### src/rtl/rcs_pkg.sv
package rcs_pkg;
  typedef enum logic [1:0] {
    ST_IDLE = 2'd0,
    ST_RUN  = 2'd1,
    ST_WAIT = 2'd2,
    ST_CMP  = 2'd3
  } rcs_state_e;
endpackage

### src/rtl/rcs_ctrl.sv
module rcs_ctrl
  import rcs_pkg::*;
#(
  parameter int ADDR_W  = 6,
  parameter int MAX_CSW = 2,
  parameter int CSW_W   = 2,
  parameter int IDX_W   = 1
) (
  input  logic              clk,
  input  logic              rst_n,
  input  logic              start,
  input  logic [CSW_W-1:0]  csw_cnt,
  input  logic              trunc_en,
  input  logic              trunc_hi,
  output logic              rom_en,
  output logic [ADDR_W-1:0] rom_addr,
  output logic              busy,
  output logic              accept,
  output logic              tag_vld,
  output logic              tag_ref,
  output logic [IDX_W-1:0]  tag_idx,
  output logic              cmp_go,
  output logic [CSW_W-1:0]  nwords_q,
  output logic              trunc_q,
  output logic              hi_q
);
  localparam logic [ADDR_W-1:0] LAST_A  = '1;
  localparam logic [ADDR_W:0]   DEPTH_V = {1'b1, {ADDR_W{1'b0}}};

  rcs_state_e        state_q, state_d;
  logic [ADDR_W-1:0] cnt_q, cnt_d;
  logic [CSW_W-1:0]  nw_in;
  logic [ADDR_W:0]   nref, first_ref;
  logic              is_ref;
  logic [IDX_W-1:0]  idx;
  logic              tag_last_q;

  // clamp of the requested word count
  always_comb begin
    if (csw_cnt == '0)                      nw_in = CSW_W'(1);
    else if (csw_cnt > CSW_W'(MAX_CSW))     nw_in = CSW_W'(MAX_CSW);
    else                                    nw_in = csw_cnt;
  end

  assign accept    = (state_q == ST_IDLE) && start;
  assign nref      = trunc_q ? (ADDR_W+1)'(1) : (ADDR_W+1)'(nwords_q);
  assign first_ref = DEPTH_V - nref;
  assign is_ref    = {1'b0, cnt_q} >= first_ref;
  assign idx       = IDX_W'({1'b0, cnt_q} - first_ref);

  always_comb begin
    state_d = state_q;
    cnt_d   = cnt_q;
    unique case (state_q)
      ST_IDLE: if (start) begin
        state_d = ST_RUN;
        cnt_d   = '0;
      end
      ST_RUN: begin
        cnt_d = cnt_q + 1'b1;
        if (cnt_q == LAST_A) state_d = ST_WAIT;
      end
      ST_WAIT: if (tag_last_q) state_d = ST_CMP;
      ST_CMP:  state_d = ST_IDLE;
      default: state_d = ST_IDLE;
    endcase
  end

  always_ff @(posedge clk or negedge rst_n) begin
    if (!rst_n) begin
      state_q <= ST_IDLE;
      cnt_q   <= '0;
    end else begin
      state_q <= state_d;
      cnt_q   <= cnt_d;
    end
  end

  always_ff @(posedge clk or negedge rst_n) begin
    if (!rst_n) begin
      nwords_q <= CSW_W'(1);
      trunc_q  <= 1'b0;
      hi_q     <= 1'b0;
    end else if (accept) begin
      nwords_q <= nw_in;
      trunc_q  <= trunc_en;
      hi_q     <= trunc_hi;
    end
  end

  // tags travel with each read to meet its data one cycle later
  always_ff @(posedge clk or negedge rst_n) begin
    if (!rst_n) begin
      tag_vld    <= 1'b0;
      tag_ref    <= 1'b0;
      tag_idx    <= '0;
      tag_last_q <= 1'b0;
    end else begin
      tag_vld    <= rom_en;
      tag_ref    <= is_ref;
      tag_idx    <= idx;
      tag_last_q <= rom_en && (cnt_q == LAST_A);
    end
  end

  assign rom_en   = (state_q == ST_RUN);
  assign rom_addr = cnt_q;
  assign busy     = (state_q != ST_IDLE);
  assign cmp_go   = (state_q == ST_CMP);
endmodule

### config.mk
export PLATFORM = sky130hd
export DESIGN_NAME = rcs_ctrl
export DESIGN_NICKNAME = d
export VERILOG_FILES = /design/src/rtl/rcs_pkg.sv /design/src/rtl/rcs_ctrl.sv
export SDC_FILE = /design/constraint.sdc
export NUM_CORES = 1
export LEC_CHECK = 0
export CAP_MARGIN = 20
export CORE_MARGIN = 1
export CORE_UTILIZATION = 50
export CTS_CLUSTER_SIZE = 16
export DETAILED_ROUTE_END_ITERATION = 16
export GPL_TIMING_DRIVEN = 0
export PLACE_DENSITY_LB_ADDON = 0.25
export SYNTH_ARGS = -nofsm -noshare
export SYNTH_HDL_FRONTEND = slang
export SYNTH_SLANG_ARGS = --single-unit
### constraint.sdc
create_clock -name clk -period 5.2 [get_ports clk]
set_clock_uncertainty 0.1 [all_clocks]
set_input_delay 1.04 -clock clk [delete_from_list [all_inputs] [get_ports clk]]
set_output_delay 1.04 -clock clk [all_outputs]
set_load 0.05 [all_outputs]
# Yosys cells after proc, flatten, opt, wreduce, memory -nomap -nowiden
# Cells that the tools add are included.
[totals] wordCells=38 register_bits=16 out_inout_bits=17 input_bits=7
[classes] reduce_logical=8 order_cmp=2 n_mux=9 eq_ne=7 addsub=3
[ops] cell="2-bit 2-to-1 mux" count=6
[ops] cell="6-bit one-hot mux with 2 select lines" count=1
[ops] cell="2-bit one-hot mux with 4 select lines" count=1
[ops] cell="6-bit by 7-bit greater-or-equal comparator with 1-bit output" count=1
[ops] cell="7-bit by 2-bit subtractor with 7-bit output, first input constant" count=1
[ops] cell="6-bit by 1-bit adder with 6-bit output, second input constant" count=1
[ops] cell="6-bit equality test, second input constant" count=1
[ops] cell="6-bit 2-to-1 mux" count=1
[ops] cell="2-bit equality test, second input constant" count=2
[ops] cell="2-bit zero test" count=2
[ops] cell="2-bit inequality test, second input constant" count=2
[ops] cell="2-bit nonzero test" count=2
[ops] cell="3-bit AND reduction" count=1
[ops] cell="2-bit by 1-bit equality test with 1-bit output, second input constant" count=1
[ops] cell="2-bit greater-than comparator, second input constant" count=1
[ops] cell="1-bit logical AND" count=2
[ops] cell="2-bit by 1-bit inequality test with 1-bit output, second input constant" count=1
[ops] cell="2-bit AND reduction" count=1
[ops] cell="1-bit subtractor" count=1

# Longest topological paths before layout
# Gate-level depths: netlist of the first run.
[depth] depth_word=3 depth_mapped=8 mapped_depth_nobuf=8

# Worst setup path after synthesis of the first run
# Ideal clock, no wire load.
[synth_path] kind="input to output" start="in start" end="out accept" n_path_buf=0 path_slack_ns=2.555 stages=2 t_arrival_ns=1.505 t_required_ns=4.060 cell_sequence="nand2_1 inv_1"
[synth_via] elab_chain_len=1
[synth_lines] item="from (decl)" line="rcs_ctrl.sv:11" text="input logic start,"
[synth_lines] item="1-bit logical AND" line="rcs_ctrl.sv:45" text="assign accept = (state_q == ST_IDLE) && start;"
[synth_lines] item="to (decl)" line="rcs_ctrl.sv:18" text="output logic accept,"
# No other way between the ends.

# Worst setup path in the final report of the first run
# Ends and elaborated chain as after synthesis.

==> results of run 1 <==
[cells by family after synthesis]
kind of cell	after synthesis	synth area share
AO/OA/AOI/OAI	11	0.0883
XOR/XNOR	1	0.00997
adder cells (fa/ha/maj)	10	0.142
buffers and inverters	11	0.0484
flip-flops	16	0.457
multiplexers	6	0.0741
AND/OR/NAND/NOR	30	0.180
[critical path, stage by stage]
cell	delay, ps
clkdlybuf4s50_1	500
nand2_1	180
inv_1	100
clkdlybuf4s50_1	810
[cell type report]
cell class                 instances  area (sq um)
buffer                             1          5.00
clock buffer                       4          26.3
fill                             122           432
inverter                          10          37.5
multi-input combinational         58           434
sequential                        16           402
tap                               16          20.0
timing repair buffer              22           220
[layout by cell type, fill, tap and decap left out, drive strengths merged, types with 4 or more instances in the layout]
| cell | n |
|---|---|
| clkbuf | 5 |
| clkdlybuf4s50 | 22 |
| inv | 10 |
| nor2 | 5 |
| ha | 10 |
| nand3 | 5 |
| dfrtp | 15 |
| nand2 | 8 |
| o21ai | 4 |
| mux2 | 4 |
[routing by layer]
metal	track usage	vias up	wire, um
li1	-	344	-
met1	0.251	323	716
met2	0.352	36	805
met3	0.0458	2	120
met4	0.0727	0	14
met5	0	-	0
[worst max path at each step]
stage,start,to,slack [ps],cells after the start
detailed placement,start,accept,1410,4
global route,start,accept,1330,4
finish,start,accept,1430,4
CTS,start,accept,1410,4
global placement,start,accept,1460,4
floorplan,start,accept,2560,2
[per-stage QoR]
step | instances | cell area, sq um
floorplan | 85 | 878
global placement | 123 | 1120
detailed placement | 123 | 1120
CTS | 127 | 1140
global route | 127 | 1140
finish | 127 | 1140
[where the power goes]
part           total (uW)  switching, uW  internal, uW
clock                69.5           39.7          29.8
sequential            124              0           124
combinational        6.15           2.85          3.30
[state kept, by name (all words and copies together) (netlist names)]
register,cells
rom_addr,6
nwords_q,2
state_q,2
hi_q,1
tag_idx,1
tag_last_q,1
tag_ref,1
tag_vld,1
trunc_q,1
==> results by stage, run 1 <==
Critical path:
- STA classifies the critical path startpoint as an input pin.
- In this run the critical register-to-register path is launched from trunc_q.
- STA puts the critical path data arrival time at approximately 2600 ps.
- For the worst setup path, the data required time is between 4000 and 5000 ps.
- The maximum fanout along the worst path is 7.
- The depth of the worst register-to-register path is 8.
- The register-to-register path setup slack is between 3000 and 4000 ps.
- The capturing element type of the critical path is an output port.
- The worst reg2reg path endpoint is tag_ref.
- The startpoint-to-endpoint class of the critical path is in2out.

Floorplan:
- The floorplan die height is about 44 um.
- The starting utilization of the core area is 0.557.
- The die is 43.9 um wide.
- The count of standard-cell rows is 14.
- The area inside the core boundary is 1580 sq um.
- The floorplan step defined a die boundary enclosing about 1900 sq um.
- The count of boundary I/O pins is 24.

Clock tree:
- Buffers inserted during clock tree synthesis total 3.
- The number of gates resized after cts is 0.
- The largest buffer count on any clock path is 2.
- The later pin in the worst-skew pair is clocked with a latency of slightly below 300 ps.
- The TritonCTS clock tree is yes.
- The number of post-CTS setup repair buffers is 0.
- The number of hold buffers added after CTS was 0.
- In this run the clock root is driven by a clkbuf_4.
- After clock tree synthesis, the clock-pin slew on the worst setup and hold paths is 90 ps.
- The clock drives 16 sinks.
- The number of H-tree branching levels is 1.

Logic synthesis:
- The count of cell types in the netlist is 29.
- The share of the Yosys chip area taken by registers is 0.457.
- By count the netlist is led by dfrtp_1, ha_1, inv_1.
- The number of warning messages in the yosys log is 0.
- The number of enable-type register cells in the synthesized netlist is 0.
- The most frequent cell after synthesis is dfrtp_1.
- Ranked by total cell area, the synthesized netlist is headed by dfrtp_1, ha_1, mux2_2.
- The cell taking the most area after synthesis is dfrtp_1.
- After technology mapping, the gate count stands at 85.
- The proportion of register bits with asynchronous set or reset after synthesis is 1.00.
- In this run, synthesis produced a sequential element count of 16.
- The share of synthesized area in the top cell type comes to 0.427.
- The average cell area after synthesis is between 10 and 15 sq um.
- Among all flip-flop cells after synthesis, the most frequent one is dfrtp_1.
- Counting every net in the synthesized netlist gives roughly 100.
- The netlist area before placement is just under 900 sq um.

Min path:
- The count of cells along the worst hold path is 2.
- The startpoint of the worst hold path is nwords_q[0].
- The path class of the tightest hold or removal check is reg2reg.
- The path with the worst hold slack has its endpoint at nwords_q[0].

Routing:
- In the final routed layout, each cell accounts on average for around 13 um.
- The total wirelength of the detailed-routed design is approximately 1700 um.
- The count of nets left with antenna violations once routing finished came out at 0.
- After detailed routing, the number of vias per cell comes to 5.55.
- In the routed design, unresolved DRC markers number 1.
- The total via count after detailed routing is slightly above 700.
- The number of DRC markers in iteration 0 is 10.
- The number of optimization iterations in the first detailed-route pass is 10.

Global routing:
- The residual overflow from global routing is 0.
- The pin count of the biggest net entering global routing is 17.
- The wire length of the first global-routing pass is 2970 um.
- The number of antenna violations at the first check in global routing was 0.
- The via count of the first global-routing pass is between 700 and 800.
- Across every metal layer, demand over resource in global routing totals 0.205.

Final layout:
- The number of antenna diodes is 0.
- The share of final-layout standard cells stronger than drive strength 1 is 0.117.
- The core utilization of the finished layout is 0.726.
- The area added between synthesis and finish is 30.3%.
- At the end of the flow, the number of nets in the layout was 129.

Power:
- Overall power consumption after layout is estimated at ~200 uW.
- The leakage power summed over all cells is between 0.0005 and 0.0006 uW.
- The power per cell area is between 150 and 200 nW/um^2.
- IR analysis of the VDD net gives a maximum drop of between 0.0001 and 0.00015 V.

Timing:
- Final hold analysis gives a worst-case slack of about 400 ps.
- Setup repair after global routing left no endpoint under its margin.
- The clock period minus final worst setup slack is 3770 ps.
- For this run, the top clock speed supported by timing is 265 MHz.
- The share of the clock period used by the worst path is 0.724.
- The worst path meets setup with 1430 ps of slack.
- The hold violation count in the final report is 0.
- The max-slew violation total from the final report is 0.
- At the pin with the least slew margin, the transition time is between 600 and 700 ps.
- The relative slew slack is 0.533.
- The final sum of negative setup slack is 0 ps.
- The final setup violation count is 0.

Flow run:
- The max-cap check violation count is 0.

Placed design:
- The weighted congestion reported at the end of routability-driven placement is about 0.83.
- The count of buffers from port buffering is 22.
- At the placement stage, the worst setup path has a slack of around 1400 ps.
- Once detailed placement completed, the half-perimeter wirelength came to about 1200 um.

Outcome:
- The checks that failed: DRC.
- The run finished, with violations left.
Power figures use the tool's default switching activity.
==> run 2, diff against run 1 <==
--- a/config.mk
+++ b/config.mk
@@ -7,7 +7,7 @@
 export LEC_CHECK = 0
 export CAP_MARGIN = 20
 export CORE_MARGIN = 1
-export CORE_UTILIZATION = 50
+export CORE_UTILIZATION = 46
 export CTS_CLUSTER_SIZE = 16
 export DETAILED_ROUTE_END_ITERATION = 16
 export GPL_TIMING_DRIVEN = 0
==> constraint.sdc (replaced) <==
create_clock -name clk -period 3.7 [get_ports clk]
set_clock_uncertainty 0.1 [all_clocks]
set_input_delay 0.74 -clock clk [delete_from_list [all_inputs] [get_ports clk]]
set_output_delay 0.74 -clock clk [all_outputs]
set_load 0.05 [all_outputs]
==> results by stage, run 2 (synthesis results as in run 1) <==
Floorplan:
- The count of boundary I/O pins is 24.
- The count of standard-cell rows is 15.
- The starting utilization of the core area is 0.498.
- The core region is 1760 sq um.
- The die is ~46 um tall.
- The floorplan step defined a die boundary enclosing approximately 2100 sq um.
- The overall die width is 45.7 um.

Routing:
- The residual DRC count is 0.
- Dividing the detail-routed wire length by the instance count gives around 12 um.
- In this run the remaining antenna-violating nets after routing total 0.
- The number of optimization iterations in the first detailed-route pass is 4.
- The total via count after detailed routing is about 720.
- The vias per cell is ~5.3.
- The number of DRC markers in iteration 0 is 7.
- The total wirelength of the detailed-routed design is approximately 1700 um.

Final layout:
- The post-layout net count is around 130.
- Fill cells in the final layout number 150.
- The area added between synthesis and finish is 32.8%.
- The commonest non-fill, non-tap cell in the layout is clkdlybuf4s50_1.
- The number of flip-flops in the largest register is 6.
- The combined area of the multi-input logic cells is 434 sq um.
- 0 antenna diodes ended up in the layout.
- The total non-filler cell area in the finished layout is 1170 sq um.
- In the final layout, the share of cells above drive strength 1 is 0.126.
- In the final layout, flip-flops and latches occupy around 400 sq um.
- Leaving out fill and tap cells, the most frequent cells in the layout are clkdlybuf4s50_1, dfrtp_1, inv_1, ha_1, nand2_1.

Power:
- The maximum vdd ir drop is 0.000188 V.
- The power per cell area is approximately 260 nW/um^2.
- The leakage power summed over all cells is ~0.00055 uW.

Critical path:
- The worst endpoint data arrival time is between 2000 and 2500 ps.
- For the worst setup path, the data required time is ~2900 ps.
- Counting both buffers and inverters, the worst setup path holds a total of 3.
- The largest single stage delay on the critical path is approximately 800 ps.
- The maximum fanout along the worst path is 7.
- The cell at the slowest stage of the critical path is clkdlybuf4s50_1.
- The critical path goes through clkdlybuf4s50_1 > nand2_1 > inv_1 > clkdlybuf4s50_1.
- The critical path in this run is classified as in2out.
- STA classifies the critical path endpoint as an output port.
- The startpoint kind of the worst setup timing path is an input pin.
- Counting stages on the worst path, the most repeated cell is clkdlybuf4s50_1.
- The critical path's top delay family is buffers and inverters.

Timing:
- Headroom to the max-slew limit came out at 0.521.
- Setup repair after global routing left no endpoint under its margin.
- The max-slew violation total from the final report is 0.
- The final setup violation count is 0.
- The clock period minus final worst setup slack is ~3200 ps.
- The maximum achievable frequency is 316 MHz.
- At the pin with the least slew margin, the transition time is around 720 ps.
- After routing, the total negative slack on setup checks comes to 0 ps.
- Across all hold checks on the routed design, the worst slack comes to ~420 ps.
- The share of the clock period used by the worst path is 0.856.
- The hold violation count in the final report is 0.

Placed design:
- The detailed placement HPWL is about 1300 um.
- The standard cell area after detailed placement is about 1100 sq um.
- The weighted congestion reported at the end of routability-driven placement is between 0.7 and 0.8.
- The count of buffers from port buffering is 22.

Global routing:
- The number of antenna violations at the first check in global routing was 0.
- The met3 routing resource usage after global routing is 0.0238.
- The most crowded layer after global routing is met2.
- The via count of the first global-routing pass is 690.
- For met1 alone, demand over resource in global routing was 0.262.
- In the global route stage, met2 resource usage came out at 0.291.
- Entering global routing, the biggest net connects 17 pins.
- For this run, the total global-route usage over all layers was measured as 0.194.
- For this run the aggregate overflow at the end of global routing stands at 0.
- The first global-routing pass estimated 2850 um of wire.

Clock tree:
- The number of clock buffers added by TritonCTS is 3.
- The clock insertion delay at the later pin of the skew report is between 200 and 300 ps.
- After clock tree synthesis, the clock-pin slew on the worst setup and hold paths is around 100 ps.
- The number of hold buffers added after CTS was 0.
- The number of H-tree branching levels is 1.
- In this run the deepest clock path goes through 2 buffers.
- In this run the post-CTS setup repair buffer count came out at 0.
- TritonCTS built the clock tree.
- The number of gates resized after cts is 0.
- The tree is rooted in a clkbuf_4.
- Clock tree synthesis found a total of 16 sinks.

Flow run:
- The max-cap check violation count is 0.

Min path:
- The type of the worst min-delay path is reg2reg.

Outcome:
- The flow ran to the end, and the final reports show no timing, DRC or antenna violations.
[run 2: cell counts in the layout (fill, tap and decap cells not counted)]
No cell type changed its count.
[run 2: stage by stage]
stage | power [uW] | util | setup slack [ps] | std cells
6_report | 300 | 0.661 | 533 | 136
5_1_grt | 310 | 0.661 | 418 | 136
4_1_cts | 303 | 0.661 | 525 | 136
3_5_place_dp | 187 | 0.640 | 537 | 132
3_3_place_gp | 187 | 0.640 | 537 | 132
2_1_floorplan | 178 | - | 1630 | 85
[run 2: tightest hold or removal path: stages, from the launching register on]
cell and delay, ps:
dfstp_2 390, nand2_1 40, o21ai_0 80
[run 2: final timing paths]
path                              from           to  slack [ps]  depth (start not counted)
setup / recovery                 start       accept         530                          4
min in group asynchronous        rst_n  rom_addr[1]         770                          1
hold / removal             nwords_q[0]  nwords_q[0]         420                          2
hold reg to reg            nwords_q[0]  nwords_q[0]         420                          2
max in group asynchronous        rst_n  rom_addr[0]        2280                          1
setup reg to reg               trunc_q      tag_ref        1790                          8
[run 2: cell type report]
class / count / area share
Inverter: 10 / 0.0322
Sequential cell: 16 / 0.344
Timing Repair Buffer: 22 / 0.189
Clock buffer: 4 / 0.0311
Tap cell: 25 / 0.0268
Multi-Input combinational cell: 58 / 0.372
Buffer: 1 / 0.00429
[run 2: report_power, final]
group	internal [uW]	switching, uW	total [uW]
clock	60.0	56.9	117
sequential	175	0	175
combinational	4.65	4.12	8.77
[run 2: per-layer routing]
layer	up-vias	wire length [um]
li1	348	-
met1	340	750
met2	23	794
met3	5	76
met4	0	36
met5	-	0
==> run 3, diff against run 2 <==
--- a/config.mk
+++ b/config.mk
@@ -10,7 +10,6 @@
 export CORE_UTILIZATION = 46
 export CTS_CLUSTER_SIZE = 16
 export DETAILED_ROUTE_END_ITERATION = 16
-export GPL_TIMING_DRIVEN = 0
 export PLACE_DENSITY_LB_ADDON = 0.25
 export SYNTH_ARGS = -nofsm -noshare
 export SYNTH_HDL_FRONTEND = slang
==> results by stage, run 3 (synthesis results as in run 1) <==
Global routing:
- The pin count of the biggest net entering global routing is 17.
- For this run, the total global-route usage over all layers was measured as 0.185.
- The via count of the first global-routing pass is about 660.
- The number of antenna violations at the first check in global routing is 0.
- The wire length of the first global-routing pass is about 2700 um.
- For this run the aggregate overflow at the end of global routing stands at 0.

Floorplan:
- For this configuration, the core starts out at a cell density of 0.498.
- The die covers around 2100 sq um.
- In this run the standard cell core region covers about 1800 sq um.
- The floorplan die height is 45.7 um.
- The overall die width is between 40 and 50 um.
- For this design the top-level I/O count stands at 24.
- The count of standard-cell rows is 15.

Clock tree:
- At the later pin of the worst-skew pair, clock insertion delay measures ~280 ps.
- Clock-pin slew was measured on the worst setup and hold paths at 90 ps.
- Clock tree synthesis found a total of 16 sinks.
- TritonCTS built the clock tree.
- The number of H-tree branching levels is 1.
- The root cell of the clock tree is clkbuf_4.
- The number of post-CTS setup repair buffers is 0.
- The number of gates resized after cts is 0.
- The largest buffer count on any clock path is 2.
- The TritonCTS buffer count is 3.
- Buffers inserted to repair hold after CTS numbered 0.

Final layout:
- Leaving out fill and tap cells, the most frequent cell in the layout is clkdlybuf4s50_1.
- The area added between synthesis and finish is 31.1%.
- The top cell types in the final layout, fill and taps aside, are clkdlybuf4s50_1, dfrtp_1, inv_1, ha_1, nand2_1.
- The total non-filler cell area in the finished layout is ~1200 sq um.
- The number of flip-flops in the largest register is 6.
- The number of antenna diodes is 0.
- The share of final-layout standard cells stronger than drive strength 1 is 0.109.
- The post-layout net count is about 130.

Critical path:
- The most repeated library cell on the critical path is clkdlybuf4s50_1.
- The maximum fanout along the worst path is 7.
- The required time of the critical path is roughly 2900 ps.
- The startpoint identified for the worst register-to-register timing path is trunc_q.
- The worst reg2reg path endpoint is tag_ref.
- The critical path's largest stage delay is about 810 ps.
- The slowest stage of the critical path is the clkdlybuf4s50_1 cell.
- The capturing element type of the critical path is an output port.
- For the worst setup path, the data arrival time is around 2300 ps.
- The critical path goes through clkdlybuf4s50_1 > nand2_1 > inv_1 > clkdlybuf4s50_1.
- STA classifies the critical path startpoint as an input pin.
- The register-to-register path setup slack is roughly 1800 ps.
- The startpoint-to-endpoint class of the critical path is in2out.
- For the worst flop-to-flop path, the logic depth is 8.

Timing:
- Setup repair after global routing left no endpoint under its margin.
- The maximum achievable frequency is between 300 and 400 MHz.
- The max-slew violation total from the final report came to 0.
- The hold violation count in the final report is 0.
- The clock period minus final worst setup slack is ~3200 ps.
- The final sum of negative setup slack is 0 ps.
- The transition at the pin with the smallest max-transition slack is 684 ps.
- The share of the clock period used by the worst path is 0.857.
- The relative slew slack is 0.542.
- Setup violations remaining at the end of the flow were counted as 0.

Routing:
- In the detailed route, the total length drawn on met2 is slightly below 800 um.
- Across all layers, the routed design uses roughly 690 vias.
- The residual DRC count is 0.
- In this run, the number of DRC markers left after iteration 0 of detailed routing was 9.
- The total wirelength of the detailed-routed design is 1600 um.
- The count of nets left with antenna violations once routing finished came out at 0.
- In the routed layout, each cell is associated on average with a via count of around 5.
- The average wire length per cell after detail routing is between 10 and 15 um.
- For this block, wires on met1 add up to between 700 and 800 um.
- The routed length on met3 is between 70 and 80 um.
- The number of optimization iterations in the first detailed-route pass is 4.
- The highest signal layer in the routed design is met4.

Outcome:
- The run finished with clean final reports.

Flow run:
- The max-cap check violation count is 0.

Placed design:
- The standard cell area after detailed placement is between 1000 and 1500 sq um.
- At the end of routability-driven placement, the weighted congestion stood at approximately 0.82.
- The count of buffers from port buffering is 22.
- The detailed placement HPWL is about 1200 um.

Power:
- The leakage power summed over all cells is 0.000542 uW.
- Across the VDD grid, the largest voltage drop is approximately 0.00019 V.
- The power per cell area is approximately 240 nW/um^2.

Min path:
- The worst hold path terminates at nwords_q[0].
- The type of the worst min-delay path is reg2reg.
- The worst hold path begins at nwords_q[0].
- Counting instances, the worst hold path has a depth of 2.
[run 3: cell count changes in the layout (fill, tap and decap cells not counted)]
| cell | delta |
|---|---|
| clkbuf_1 | +1 |
| clkbuf_8 | -1 |
| clkbuf_2 | -1 |
[run 3: power by group]
part	switching (uW)	internal, uW
clock	54.0	41.8
combinational	3.96	4.64
sequential	0	175
[run 3: layout make-up]
type | count | area [sq um]
flip-flops and latches | 16 | 402
fillers | 146 | 613
repair buffers | 22 | 220
multi-input cells | 58 | 434
clock buffers | 4 | 26.3
well taps | 25 | 31.3
inverters | 10 | 37.5
[run 3: how the worst max path moves through the flow]
stage	from	to	cells past startpoint
2_1_floorplan	trunc_q	tag_ref	8
3_5_place_dp	start	accept	4
6_report	start	accept	4
3_3_place_gp	start	accept	4
5_1_grt	start	accept	4
4_1_cts	start	accept	4
[run 3: per-stage QoR]
step / hold WS [ps] / power [uW] / cells / worst slack (ps) / utilization
CTS: 403 / 281 / 135 / 510 / 0.652
global placement: 378 / 187 / 131 / 560 / 0.638
detailed placement: 387 / 187 / 131 / 508 / 0.638
global route: 442 / 290 / 135 / 423 / 0.652
floorplan: 344 / 178 / 85 / 1630 / -
finish: 396 / 279 / 135 / 529 / 0.652
[run 3: worst max-delay path: cells and delay by family]
family / cells / cell delay (ps)
simple gates: 1 / 170
buf+inv: 3 / 1410
[run 3: layer usage]
layer	up-vias	global-route usage
li1	341	-
met1	327	0.225
met2	22	0.314
met3	2	0.0437
met4	0	0.0706
met5	-	0
